$ cat src/rtl/ds3_alm_pkg.sv
package ds3_alm_pkg;
   localparam int REG_W     = 8;
   localparam int NUM_SRC   = 8;
   // interrupt status / enable bit positions
   localparam int ST_PERR   = 0;
   localparam int ST_OOF    = 1;
   localparam int ST_AIC    = 2;
   localparam int ST_FERF   = 3;
   localparam int ST_IDLE   = 4;
   localparam int ST_AIS    = 5;
   localparam int ST_LOS    = 6;
   localparam int ST_CPERR  = 7;
   // live status bit positions
   localparam int LV_OOF    = 4;
   localparam int LV_IDLE   = 5;
   localparam int LV_LOS    = 6;
   localparam int LV_AIS    = 7;
   // index of each level alarm inside the sampled vector
   localparam int LA_AIS    = 0;
   localparam int LA_LOS    = 1;
   localparam int LA_OOF    = 2;
   localparam int LA_FERF   = 3;
   localparam int LA_AIC    = 4;
   localparam int NUM_LVL   = 5;
   // register addresses
   localparam int A_LIVE    = 0;
   localparam int A_CTRL    = 1;
   localparam int A_IEN     = 2;
   localparam int A_ISTAT   = 3;
endpackage

$ cat src/rtl/ds3_level_alarms.sv
module ds3_level_alarms #(
   parameter int N = 5
) (
   input  logic         clk,
   input  logic         rst_n,
   input  logic         frame_stb,
   input  logic [N-1:0] lvl_in,
   output logic [N-1:0] lvl_q,
   output logic [N-1:0] chg
);
   if (N < 1) begin : g_bad_n
      $error("ds3_level_alarms: N must be at least 1");
   end

   for (genvar i = 0; i < N; i++) begin : g_alarm
      logic q;
      always_ff @(posedge clk) begin
         if (!rst_n)         q <= 1'b0;
         else if (frame_stb) q <= lvl_in[i];
      end
      assign lvl_q[i] = q;
      assign chg[i]   = frame_stb & (lvl_in[i] ^ q);

      // a strobed sample is what the stored level holds afterwards
      a_r2_level_tracks: assert property (@(posedge clk) disable iff (!rst_n)
         frame_stb |=> (q == $past(lvl_in[i])));
   end
endmodule

$ cat src/rtl/ds3_idle_run.sv
module ds3_idle_run #(
   parameter int RUN = 63
) (
   input  logic clk,
   input  logic rst_n,
   input  logic frame_stb,
   input  logic idle_pat,
   output logic idle_lvl,
   output logic idle_chg
);
   localparam int CW = $clog2(RUN + 1);
   localparam logic [CW-1:0] RUN_V = CW'(RUN);

   if (RUN < 1) begin : g_bad_run
      $error("ds3_idle_run: RUN must be at least 1");
   end

   logic [CW-1:0] cnt, cnt_nxt;

   always_comb begin
      cnt_nxt = cnt;
      if (frame_stb) begin
         if (!idle_pat)         cnt_nxt = '0;
         else if (cnt != RUN_V) cnt_nxt = cnt + 1'b1;
      end
   end

   always_ff @(posedge clk) begin
      if (!rst_n) cnt <= '0;
      else        cnt <= cnt_nxt;
   end

   assign idle_lvl = (cnt == RUN_V);
   assign idle_chg = (cnt_nxt == RUN_V) ^ idle_lvl;

   a_r3_cnt_bounded: assert property (@(posedge clk) disable iff (!rst_n)
      cnt <= RUN_V);
   a_r3_decl_needs_idle_frame: assert property (@(posedge clk) disable iff (!rst_n)
      $rose(idle_lvl) |-> $past(frame_stb && idle_pat));
   a_r3_break_clears: assert property (@(posedge clk) disable iff (!rst_n)
      (frame_stb && !idle_pat) |=> !idle_lvl);
endmodule

$ cat src/rtl/ds3_irq_status.sv
module ds3_irq_status #(
   parameter int N = 8
) (
   input  logic         clk,
   input  logic         rst_n,
   input  logic [N-1:0] ev,
   input  logic [N-1:0] en,
   input  logic         clr,
   output logic [N-1:0] st,
   output logic         irq_n
);
   logic [N-1:0] hit;
   assign hit = ev & en;

   always_ff @(posedge clk) begin
      if (!rst_n) st <= '0;
      else        st <= (clr ? '0 : st) | hit;
   end

   assign irq_n = ~|(st & en);

   a_r5_read_clears: assert property (@(posedge clk) disable iff (!rst_n)
      (clr && hit == '0) |=> (st == '0));
   a_r9_event_wins: assert property (@(posedge clk) disable iff (!rst_n)
      clr |=> ((st & $past(hit)) == $past(hit)));
   a_r8_only_enabled_set: assert property (@(posedge clk) disable iff (!rst_n)
      ((st & ~$past(st) & ~$past(en)) == '0));
endmodule

$ cat src/rtl/ds3_rx_alarm_irq.sv
module ds3_rx_alarm_irq
   import ds3_alm_pkg::*;
#(
   parameter int ADDR_W      = 2,
   parameter int IDLE_FRAMES = 63,
   parameter bit AUTO_FERF_RST = 1'b1
) (
   input  logic              clk,
   input  logic              rst_n,
   input  logic              frame_stb,
   input  logic              ais_in,
   input  logic              los_in,
   input  logic              idle_pat_in,
   input  logic              oof_in,
   input  logic              ferf_in,
   input  logic              aic_in,
   input  logic              p_err,
   input  logic              cp_err,
   input  logic              reg_wr,
   input  logic              reg_rd,
   input  logic [ADDR_W-1:0] reg_addr,
   input  logic [REG_W-1:0]  reg_wdata,
   output logic [REG_W-1:0]  reg_rdata,
   output logic              irq_n,
   output logic              ferf_req
);
   if (ADDR_W < 2) begin : g_bad_addr
      $error("ds3_rx_alarm_irq: ADDR_W must be at least 2");
   end

   localparam logic [ADDR_W-1:0] AD_LIVE  = ADDR_W'(A_LIVE);
   localparam logic [ADDR_W-1:0] AD_CTRL  = ADDR_W'(A_CTRL);
   localparam logic [ADDR_W-1:0] AD_IEN   = ADDR_W'(A_IEN);
   localparam logic [ADDR_W-1:0] AD_ISTAT = ADDR_W'(A_ISTAT);

   // level alarms
   logic [NUM_LVL-1:0] lvl_in, lvl_q, lvl_chg;
   always_comb begin
      lvl_in          = '0;
      lvl_in[LA_AIS]  = ais_in;
      lvl_in[LA_LOS]  = los_in;
      lvl_in[LA_OOF]  = oof_in;
      lvl_in[LA_FERF] = ferf_in;
      lvl_in[LA_AIC]  = aic_in;
   end

   ds3_level_alarms #(.N(NUM_LVL)) u_lvl (
      .clk       (clk),
      .rst_n     (rst_n),
      .frame_stb (frame_stb),
      .lvl_in    (lvl_in),
      .lvl_q     (lvl_q),
      .chg       (lvl_chg)
   );

   logic idle_lvl, idle_chg;
   ds3_idle_run #(.RUN(IDLE_FRAMES)) u_idle (
      .clk       (clk),
      .rst_n     (rst_n),
      .frame_stb (frame_stb),
      .idle_pat  (idle_pat_in),
      .idle_lvl  (idle_lvl),
      .idle_chg  (idle_chg)
   );

   // configuration registers
   logic             auto_ferf;
   logic [REG_W-1:0] ien;
   logic             wr_ctrl, wr_ien, rd_stat;

   assign wr_ctrl = reg_wr && (reg_addr == AD_CTRL);
   assign wr_ien  = reg_wr && (reg_addr == AD_IEN);
   assign rd_stat = reg_rd && (reg_addr == AD_ISTAT);

   always_ff @(posedge clk) begin
      if (!rst_n) begin
         auto_ferf <= AUTO_FERF_RST;
         ien       <= '0;
      end else begin
         if (wr_ctrl) auto_ferf <= reg_wdata[0];
         if (wr_ien)  ien       <= reg_wdata;
      end
   end

   // event vector in status bit order
   logic [NUM_SRC-1:0] ev;
   always_comb begin
      ev           = '0;
      ev[ST_PERR]  = p_err;
      ev[ST_OOF]   = lvl_chg[LA_OOF];
      ev[ST_AIC]   = lvl_chg[LA_AIC];
      ev[ST_FERF]  = lvl_chg[LA_FERF];
      ev[ST_IDLE]  = idle_chg;
      ev[ST_AIS]   = lvl_chg[LA_AIS];
      ev[ST_LOS]   = lvl_chg[LA_LOS];
      ev[ST_CPERR] = cp_err;
   end

   logic [NUM_SRC-1:0] istat;
   ds3_irq_status #(.N(NUM_SRC)) u_stat (
      .clk   (clk),
      .rst_n (rst_n),
      .ev    (ev),
      .en    (ien),
      .clr   (rd_stat),
      .st    (istat),
      .irq_n (irq_n)
   );

   // live status and read mux
   logic [REG_W-1:0] live, rd_mux;
   always_comb begin
      live          = '0;
      live[LV_AIS]  = lvl_q[LA_AIS];
      live[LV_LOS]  = lvl_q[LA_LOS];
      live[LV_IDLE] = idle_lvl;
      live[LV_OOF]  = lvl_q[LA_OOF];
   end

   always_comb begin
      rd_mux = '0;
      if (reg_addr == AD_LIVE)       rd_mux = live;
      else if (reg_addr == AD_CTRL)  rd_mux = {{(REG_W-1){1'b0}}, auto_ferf};
      else if (reg_addr == AD_IEN)   rd_mux = ien;
      else if (reg_addr == AD_ISTAT) rd_mux = istat;
   end

   always_ff @(posedge clk) begin
      if (!rst_n)      reg_rdata <= '0;
      else if (reg_rd) reg_rdata <= rd_mux;
   end

   assign ferf_req = auto_ferf & lvl_q[LA_AIS];

   // an enabled event raises the request on the next cycle
   a_r1_event_raises_irq: assert property (@(posedge clk) disable iff (!rst_n)
      ((|(ev & ien)) && !wr_ien) |=> !irq_n);
   // an AIS change with its source enabled latches bit 5
   a_r2_ais_change_latched: assert property (@(posedge clk) disable iff (!rst_n)
      (frame_stb && (ais_in != lvl_q[LA_AIS]) && ien[ST_AIS]) |=> istat[ST_AIS]);
   // declared AIS with auto-FERF on drives the request
   a_r7_ferf_follows_ais: assert property (@(posedge clk) disable iff (!rst_n)
      (frame_stb && ais_in && auto_ferf && !wr_ctrl) |=> ferf_req);
   // read data holds between reads
   a_r12_rdata_holds: assert property (@(posedge clk) disable iff (!rst_n)
      !reg_rd |=> $stable(reg_rdata));
endmodule

$ cat config.mk
export PLATFORM = sky130hd
export DESIGN_NAME = ds3_rx_alarm_irq
export DESIGN_NICKNAME = d
export VERILOG_FILES = /design/src/rtl/ds3_alm_pkg.sv /design/src/rtl/ds3_level_alarms.sv /design/src/rtl/ds3_idle_run.sv /design/src/rtl/ds3_irq_status.sv /design/src/rtl/ds3_rx_alarm_irq.sv
export SDC_FILE = /design/constraint.sdc
export NUM_CORES = 1
export LEC_CHECK = 0
export BUFFER_PORTS_ARGS = -buffer_cell sky130_fd_sc_hd__buf_4
export CAP_MARGIN = 10
export CORE_MARGIN = 2
export CORE_UTILIZATION = 40
export DETAILED_ROUTE_END_ITERATION = 10
export PLACE_DENSITY = 0.73
export SYNTH_ARGS = -nofsm -noshare
export SYNTH_HDL_FRONTEND = slang
export SYNTH_HIERARCHICAL = 1
export SYNTH_SLANG_ARGS = --single-unit
$ cat constraint.sdc
create_clock -name clk -period 1.9 [get_ports clk]
set_clock_uncertainty 0.2 [all_clocks]
set_input_delay 0.285 -clock clk [delete_from_list [all_inputs] [get_ports clk]]
set_output_delay 0.285 -clock clk [all_outputs]
set_load 0.01 [all_outputs]
-- After elaboration in Yosys (flattened, before gate mapping)
Index checks and enable logic that the tools add are counted.
W data, S select, Z words.
- $add $sub $neg: 1
- multiply operators: 0
- div/mod/pow operators: 0
- magnitude comparators: 0
- eq/ne operators: 6
- shifts and indexed selects: 0
- muxes and demuxes: 8
- bitwise gates (word level): 15
- reduce and logical (&&, ||, !) cells: 6
- operator list (cell ; number):
    $mux W8 ; 5
    $mux W6 ; 3
    $and A8 B8 Y8 ; 2
    $eq A6 B6 Y1 const B ; 2
    $or A8 B8 Y8 ; 1
    $reduce_or A8 Y1 ; 1
    $add A6 B1 Y6 const B ; 1
    $and A1 B1 Y1 ; 6
    $ne A6 B6 Y1 const B ; 1
    $xor A1 B1 Y1 ; 6
    $eq A2 B2 Y1 const B ; 2
    $logic_and A1 B1 Y1 ; 3
    $eq A2 B1 Y1 const B ; 1
    $logic_not A2 Y1 ; 1
    $logic_not A1 Y1 ; 1
- register bits: 36
- latch bits: 0
- memory bits (writable): 0
- bits in read-only memories: 0
- input bits: 23
- output and inout port bits: 10
- memories kept: 0

-- Logic depth before layout (Yosys ltp)
Gate-level depths: netlist (run 1).
- word-level depth: 8
- depth in mapped cells: 7
- gate-level depth less buffers: 7

-- Modules after synthesis
The synthesis (run 1) kept the hierarchy.
- modules (own cells, without submodules) (module ; instances ; cells each ; area an instance (µm²) ; sequential area each (µm²)):
    ds3_rx_alarm_irq ; 1 ; 82 ; 804.5 ; 340.3
    ds3_idle_run ; 1 ; 47 ; 391.6 ; 120.1
    ds3_irq_status ; 1 ; 37 ; 339.1 ; 160.2
    ds3_level_alarms ; 1 ; 31 ; 311.5 ; 100.1

-- Least setup slack after synthesis (run 1)
OpenSTA, ideal clock, no wires.
- path kind: register to register
- start point: reg u_idle.cnt[0]
- end point: reg u_stat.st[4]
- data arrival time: 1670 ps
- data required time: 1630 ps
- slack: -40 ps
- cell stages (with the launch flop): 8
- clock period less this slack: 1940 ps
- path through: dfxtp_1 -> ha_1 -> and3_1 -> nand3_2 -> a311o_1 -> o32ai_2 -> nand2_1 -> a21boi_1
- longest elaborated chain between the ends: 8
- RTL lines (what ; line ; RTL):
    from (decl) ; ds3_idle_run.sv:18 ; logic [CW-1:0] cnt, cnt_nxt;
    from (signal assigned) ; ds3_idle_run.sv:30 ; else cnt <= cnt_nxt;
    $add A6 B1 Y6 or $ne A6 B6 Y1 (tied branches) ; ds3_idle_run.sv:24 ; else if (cnt != RUN_V) cnt_nxt = cnt + 1'b1;
    $mux W6 ; ds3_idle_run.sv:24 ;
    $mux W6 ; ds3_idle_run.sv:23 ; if (!idle_pat) cnt_nxt = '0;
    $mux W6 ; ds3_idle_run.sv:22 ; if (frame_stb) begin
    $eq A6 B6 Y1 ; ds3_idle_run.sv:34 ; assign idle_chg = (cnt_nxt == RUN_V) ^ idle_lvl;
    $xor A1 B1 Y1 * ; ds3_idle_run.sv:34 ;
    named net idle_chg ; ds3_rx_alarm_irq.sv:56 ; logic idle_lvl, idle_chg;
    $and A8 B8 Y8 * ; ds3_irq_status.sv:13 ; assign hit = ev & en;
    $or A8 B8 Y8 * ; ds3_irq_status.sv:17 ; else st <= (clr ? '0 : st) | hit;
    to (signal assigned) ; ds3_irq_status.sv:17 ;
    to (decl) ; ds3_irq_status.sv:9 ; output logic [N-1:0] st,
Mark *: on every way through the listed nets, which the timed path passes. The rest lies on a longest branch.
A chain may end at the register's enable or synchronous reset.

-- Final worst setup path (run 1)
Ends and elaborated chain as after synthesis.

==> impl_metrics.yaml, run 1 <==
run:
  cap_violations: 0
grt:
  grt_pass1_wl_um: 6444
  antenna_found_initial: 0
  grt_pass1_vias: 1427
  grt-ovfl-total: 0
  grt_usage: 0.1586
  grt_max_degree: 34
power:
  p_per_area_nw_per_um2: 729.0
  ir_drop_v: 0.0003494
  p_leak_nw: 0.9375
floorplan:
  die_h_um: 71.67
  dieArea_um2: 5137
  ios: 33
  die_w_um: 71.67
  coreArea_um2: 4384
  start_util: 0.4178
  num_rows: 24
clock_network:
  post_cts_buffers: 0
  cts_root_buffer: "clkbuf_8"
  clock_latency_ps: 280
  tritoncts: "yes"
  cts_max_level: 2
  cts_num_sinks: 36
  cts.path.max_buffers: 2
  cts_inserted_buffers: 5
  ctsHoldBuffers: 0
  clk_pin_slew_worst_paths_ps: 70
drt:
  avgViaCountPerCell: 5.344
  drc: 0
  antenna_left: 0
  firstDrtPassIters: 4
  drtIter0Drc: 79
  wl_um: 3706
  avgRoutedWirePerCell_um: 13.14
  via_count: 1507
timing:
  timing.slew.headroom: 0.7953
  final-hold-violation-count: 0
  setup_viol: 0
  rsz0062_at_grt: "false"
  max_slew.worst_pin.slew_ps: 306.4
  fmax_mhz: 546.5
  timing.final.crit_share: 0.9630
  min_period_ps: 1830
  setup_tns_ps: 0
  drv_slew: 0
  timing.hold.ws_ps: 27.15
setup_path:
  crit_path_start_kind: "register"
  critical-path-top-delay-family: "compound AO/OA/AOI/OAI gates"
  crit_required_ps: 1910
  slowest_delay_ps: 380
  cp_num_buf_inv: 0
  crit_fanout: 7
  slowest_stage: "dfxtp_4"
  crit_type: "register to register"
  reg2reg_from: "u_idle/cnt[0]$_SDFF_PN0_"
  arrival_ps: 1840
  critPathLaunch: "u_idle/cnt[0]$_SDFF_PN0_"
  critical_path.cell_chain: "ha_4 > and3_4 > nand3_2 > a311o_1 > o32ai_2 > nand2_1 > a21boi_1"
  end_kind: "register"
logic_synthesis:
  synth_nets: 219
  ys_warn_count: 6
  synth_cells: 195
  syn_area_per_cell_um2: 9.394
  syn_area_um2: 1832
final_layout:
  drive_above_1_share: 0.2739
  nNetsFinal: 253
  nFillCells: 405
  area_delta_synth_final_pct: 21.79
  diodes: 0
min_path:
  min_from: "reg_wdata[0]"
  hold_class: "primary input to register"
placed_design:
  dpl.hpwl_um: 2603
  globalplace.congestion: 0.9161
  numPortBuffers: 32
outcome:
  outcome: "finished, final reports clean"
[worst min-delay path, cell delays in order]
cell and delay [ps]:
buf_4 80, mux2i_1 60, nand2_1 60
[cells in the final DEF (no fill, tap or decap), types with 4 or more instances in the layout]
cell type / count
clkbuf_8: 5
mux2i_1: 17
nand2b_1: 9
inv_1: 6
nor2b_1: 14
xor2_1: 5
buf_4: 37
and2_1: 5
a31oi_1: 4
a21oi_1: 5
a22oi_1: 5
and2_2: 5
nor2_1: 4
o21ai_0: 7
nand2_1: 21
dfxtp_1: 33
a21boi_1: 8
[cell type report]
| cell class | instances | area [µm²] | area share |
|---|---|---|---|
| Multi-Input combinational cell | 143 | 1031 | 0.4621 |
| Sequential cell | 36 | 726.9 | 0.3259 |
| Timing Repair Buffer | 37 | 277.8 | 0.1245 |
| Clock buffer | 6 | 72.57 | 0.03253 |
| Tap cell | 52 | 65.06 | 0.02916 |
| Clock inverter | 2 | 35.03 | 0.01570 |
| Inverter | 6 | 22.52 | 0.01010 |
[sequential cells by signal, indices dropped and copies added (netlist names)]
name             flops
u_lvl/g_alarm.q      5
reg_rdata            8
auto_ferf            1
ien                  8
u_idle/cnt           6
u_stat/st            8
[per-layer routing]
metal,part of all wire,track usage
met1,0.46,0.1965
met2,0.47,0.2582
met4,0.012,0.04822
met3,0.058,0.05767
met5,0,0
[power breakdown]
| group | internal (mW) | switching, mW |
|---|---|---|
| logic | 0.0964 | 0.0779 |
| registers | 0.777 | 0.0201 |
| clock network | 0.389 | 0.265 |
[final timing paths]
path | to | slack (ps) | cells after the start
hold reg to reg | u_idle/cnt[1]$_SDFF_PN0_ | 280 | 2
hold / removal | auto_ferf$_SDFFE_PN1P_ | 30 | 3
setup reg to reg | u_stat/st[4]$_SDFF_PN0_ | 70 | 7
setup / recovery | u_stat/st[4]$_SDFF_PN0_ | 70 | 7
[repair_timing]
item	CTS	global route
resized for setup	2	4
pin swaps	0	1
setup endpoints to repair	1	1
[through the flow]
stage          total power [mW]  cells  setup slack, ps    util  cell area (µm²)
2_1_floorplan            0.9194    195            44.97       -             1836
3_3_place_gp             0.9867    274            62.01  0.4786             2098
3_5_place_dp             0.9891    274            2.654  0.4786             2098
4_1_cts                   1.647    282            10.89  0.5066             2221
5_1_grt                   1.703    282           0.2409  0.5088             2231
6_report                  1.626    282            70.24  0.5088             2231
No activity file was read; power rests on OpenSTA's default activity.
==> run 2: changes to the inputs <==
REMOVE_ABC_BUFFERS = 1   (was default)
==> run 2 against run 1 <==
Routed wire length is 1.2% higher. Final area down 0.62%. Largest cell class unchanged. First-iteration DRC count rose by 19%. Sequential power barely moved. Utilization shrank 0.31 points. Clock power down 17%. Combinational power rose by 3%. Critical path depth stayed put. Sequential cell count unchanged. Fmax down 0.66%. Total power down 6.4%. Hold slack worse by 3.7 ps. Highest routed layer unchanged.
==> impl_metrics.yaml, run 2 (same netlist as run 1, synthesis figures left out) <==
outcome:
  outcome: "finished, final reports clean"
setup_path:
  slowest_stage: "a311o_1"
  end_kind: "register"
  cp_num_buf_inv: 0
  critical-path-top-delay-family: "compound AO/OA/AOI/OAI gates"
  reg2reg_depth: 7
  slowest_delay_ps: 360
  crit_fanout: 5
  crit_cells: 7
  crit_type: "register to register"
  critical_path.cell_chain: "ha_4 > and3_4 > nand3_2 > a311o_1 > o32ai_2 > nand2_1 > a21boi_1"
  crit_required_ps: 1920
  crit_path_start_kind: "register"
  arrival_ps: 1860
placed_design:
  globalplace.congestion: 0.9021
  numPortBuffers: 32
  dp_cells: 275
  dpl.hpwl_um: 2670
clock_network:
  tritoncts: "yes"
  cts_inserted_buffers: 5
  cts.path.max_buffers: 2
  clock_latency_ps: 280
  cts_max_level: 2
  ctsHoldBuffers: 0
  post_cts_buffers: 0
  cts_num_sinks: 36
  clk_pin_slew_worst_paths_ps: 70
  cts_root_buffer: "clkbuf_8"
power:
  ir_drop_v: 0.0003772
  power_frac_clock: 0.359
  p_leak_nw: 0.9372
  p_comb_frac: 0.118
  switching_share: 0.2346
  p_int_mw: 1.165
  pwr-share-seq: 0.524
  p_per_area_nw_per_um2: 686.6
  switchingPower_uw: 357.1
final_layout:
  largestRegisters: "ien: 8 flops, reg_rdata: 8 flops, u_stat/st: 8 flops"
  drive_above_1_share: 0.2771
  finalNonFillerCells: 283
  diodes: 0
  area_delta_synth_final_pct: 21.04
  nNetsFinal: 254
  layout_commonest_cell: "buf_4"
  mostFrequentLayoutCells: "38 x buf_4, 34 x dfxtp_1, 21 x nand2_1"
grt:
  top_usage_layer: "met2"
  grt_usage: 0.1497
  use_met2: 0.2202
  grt_pass1_vias: 1305
  grt_pass1_wl_um: 6009
  met3_usage: 0.03094
  grtUsageMet1: 0.2095
  antenna_found_initial: 0
  grt_max_degree: 34
  grt-ovfl-total: 0
drt:
  firstDrtPassIters: 4
  via_count: 1462
  antenna_left: 0
  drtIter0Drc: 94
  wl_um: 3750
  avgRoutedWirePerCell_um: 13.25
  avgViaCountPerCell: 5.166
  drc: 0
timing:
  max_slew.worst_pin.slew_ps: 283.0
  timing.hold.ws_ps: 23.41
  final-hold-violation-count: 0
  min_period_ps: 1842
  fmax_mhz: 542.9
  timing.slew.headroom: 0.8110
  setup_viol: 0
  timing.final.crit_share: 0.9694
  drv_slew: 0
floorplan:
  num_rows: 24
  die_w_um: 71.67
  start_util: 0.4178
  dieArea_um2: 5137
  coreArea_um2: 4384
  ios: 33
  die_h_um: 71.67
run:
  cap_violations: 0
min_path:
  worstHoldPathCells: 3
  hold_class: "primary input to register"
-- run 2: power by group through the flow --
stage                     Combinational (mW)  Sequential [mW]  Clock (mW)
after floorplan                       0.0798            0.812           0
after global placement                 0.176            0.812           0
after detailed placement               0.178            0.813           0
after CTS                              0.179            0.796       0.564
after global routing                   0.195            0.800       0.589
final                                  0.179            0.797       0.546
-- run 2: metrics by stage --
stage / util / setup slack, ps / total power, mW / setup TNS (ps) / cell area [µm²]
3_5_place_dp: 0.4795 / 8.651 / 0.9916 / 0 / 2102
2_1_floorplan: - / -40.06 / 0.8923 / -40.06 / 1752
5_1_grt: 0.5057 / -21.11 / 1.584 / -21.11 / 2217
4_1_cts: 0.5011 / 12.35 / 1.539 / 0 / 2197
6_report: 0.5057 / 58.13 / 1.522 / 0 / 2217
3_3_place_gp: 0.4795 / 25.18 / 0.9883 / 0 / 2102
-- run 2: path summary, 6_finish.rpt --
| kind | from | end | slack [ps] |
|---|---|---|---|
| worst max register to register | u_idle/cnt[1]$_SDFF_PN0_ | u_stat/st[4]$_SDFF_PN0_ | 60 |
| worst max-delay path | u_idle/cnt[1]$_SDFF_PN0_ | u_stat/st[4]$_SDFF_PN0_ | 60 |
| worst min-delay path | reg_wdata[0] | auto_ferf$_SDFFE_PN1P_ | 20 |
| worst min register to register | ien[4]$_SDFFE_PN0P_ | u_stat/st[4]$_SDFF_PN0_ | 290 |
-- run 2: tightest hold or removal path: stages --
cell	delay, ps
buf_4	90
mux2i_1	60
nand2_1	50
-- run 2: area by class of cell --
class	count	area, µm²
Timing Repair Buffer	38	285.3
Clock buffer	6	82.58
Tap cell	52	65.06
Inverter	6	22.52
Clock inverter	2	10.01
Fill cell	421	2167
Multi-Input combinational cell	143	1028
Sequential cell	36	723.2
-- run 2: repair_timing --
| action | in CTS | in global routing |
|---|---|---|
| pin swaps | 0 | 2 |
| gates resized for setup | 1 | 5 |
| endpoints found under the setup margin | 1 | 1 |
-- run 2: layer usage --
metal,part of all wire,vias up,routed length [µm]
met4,0.020,0,75
li1,-,751,-
met1,0.47,673,1772
met2,0.47,30,1761
met5,0,-,0
met3,0.038,8,141
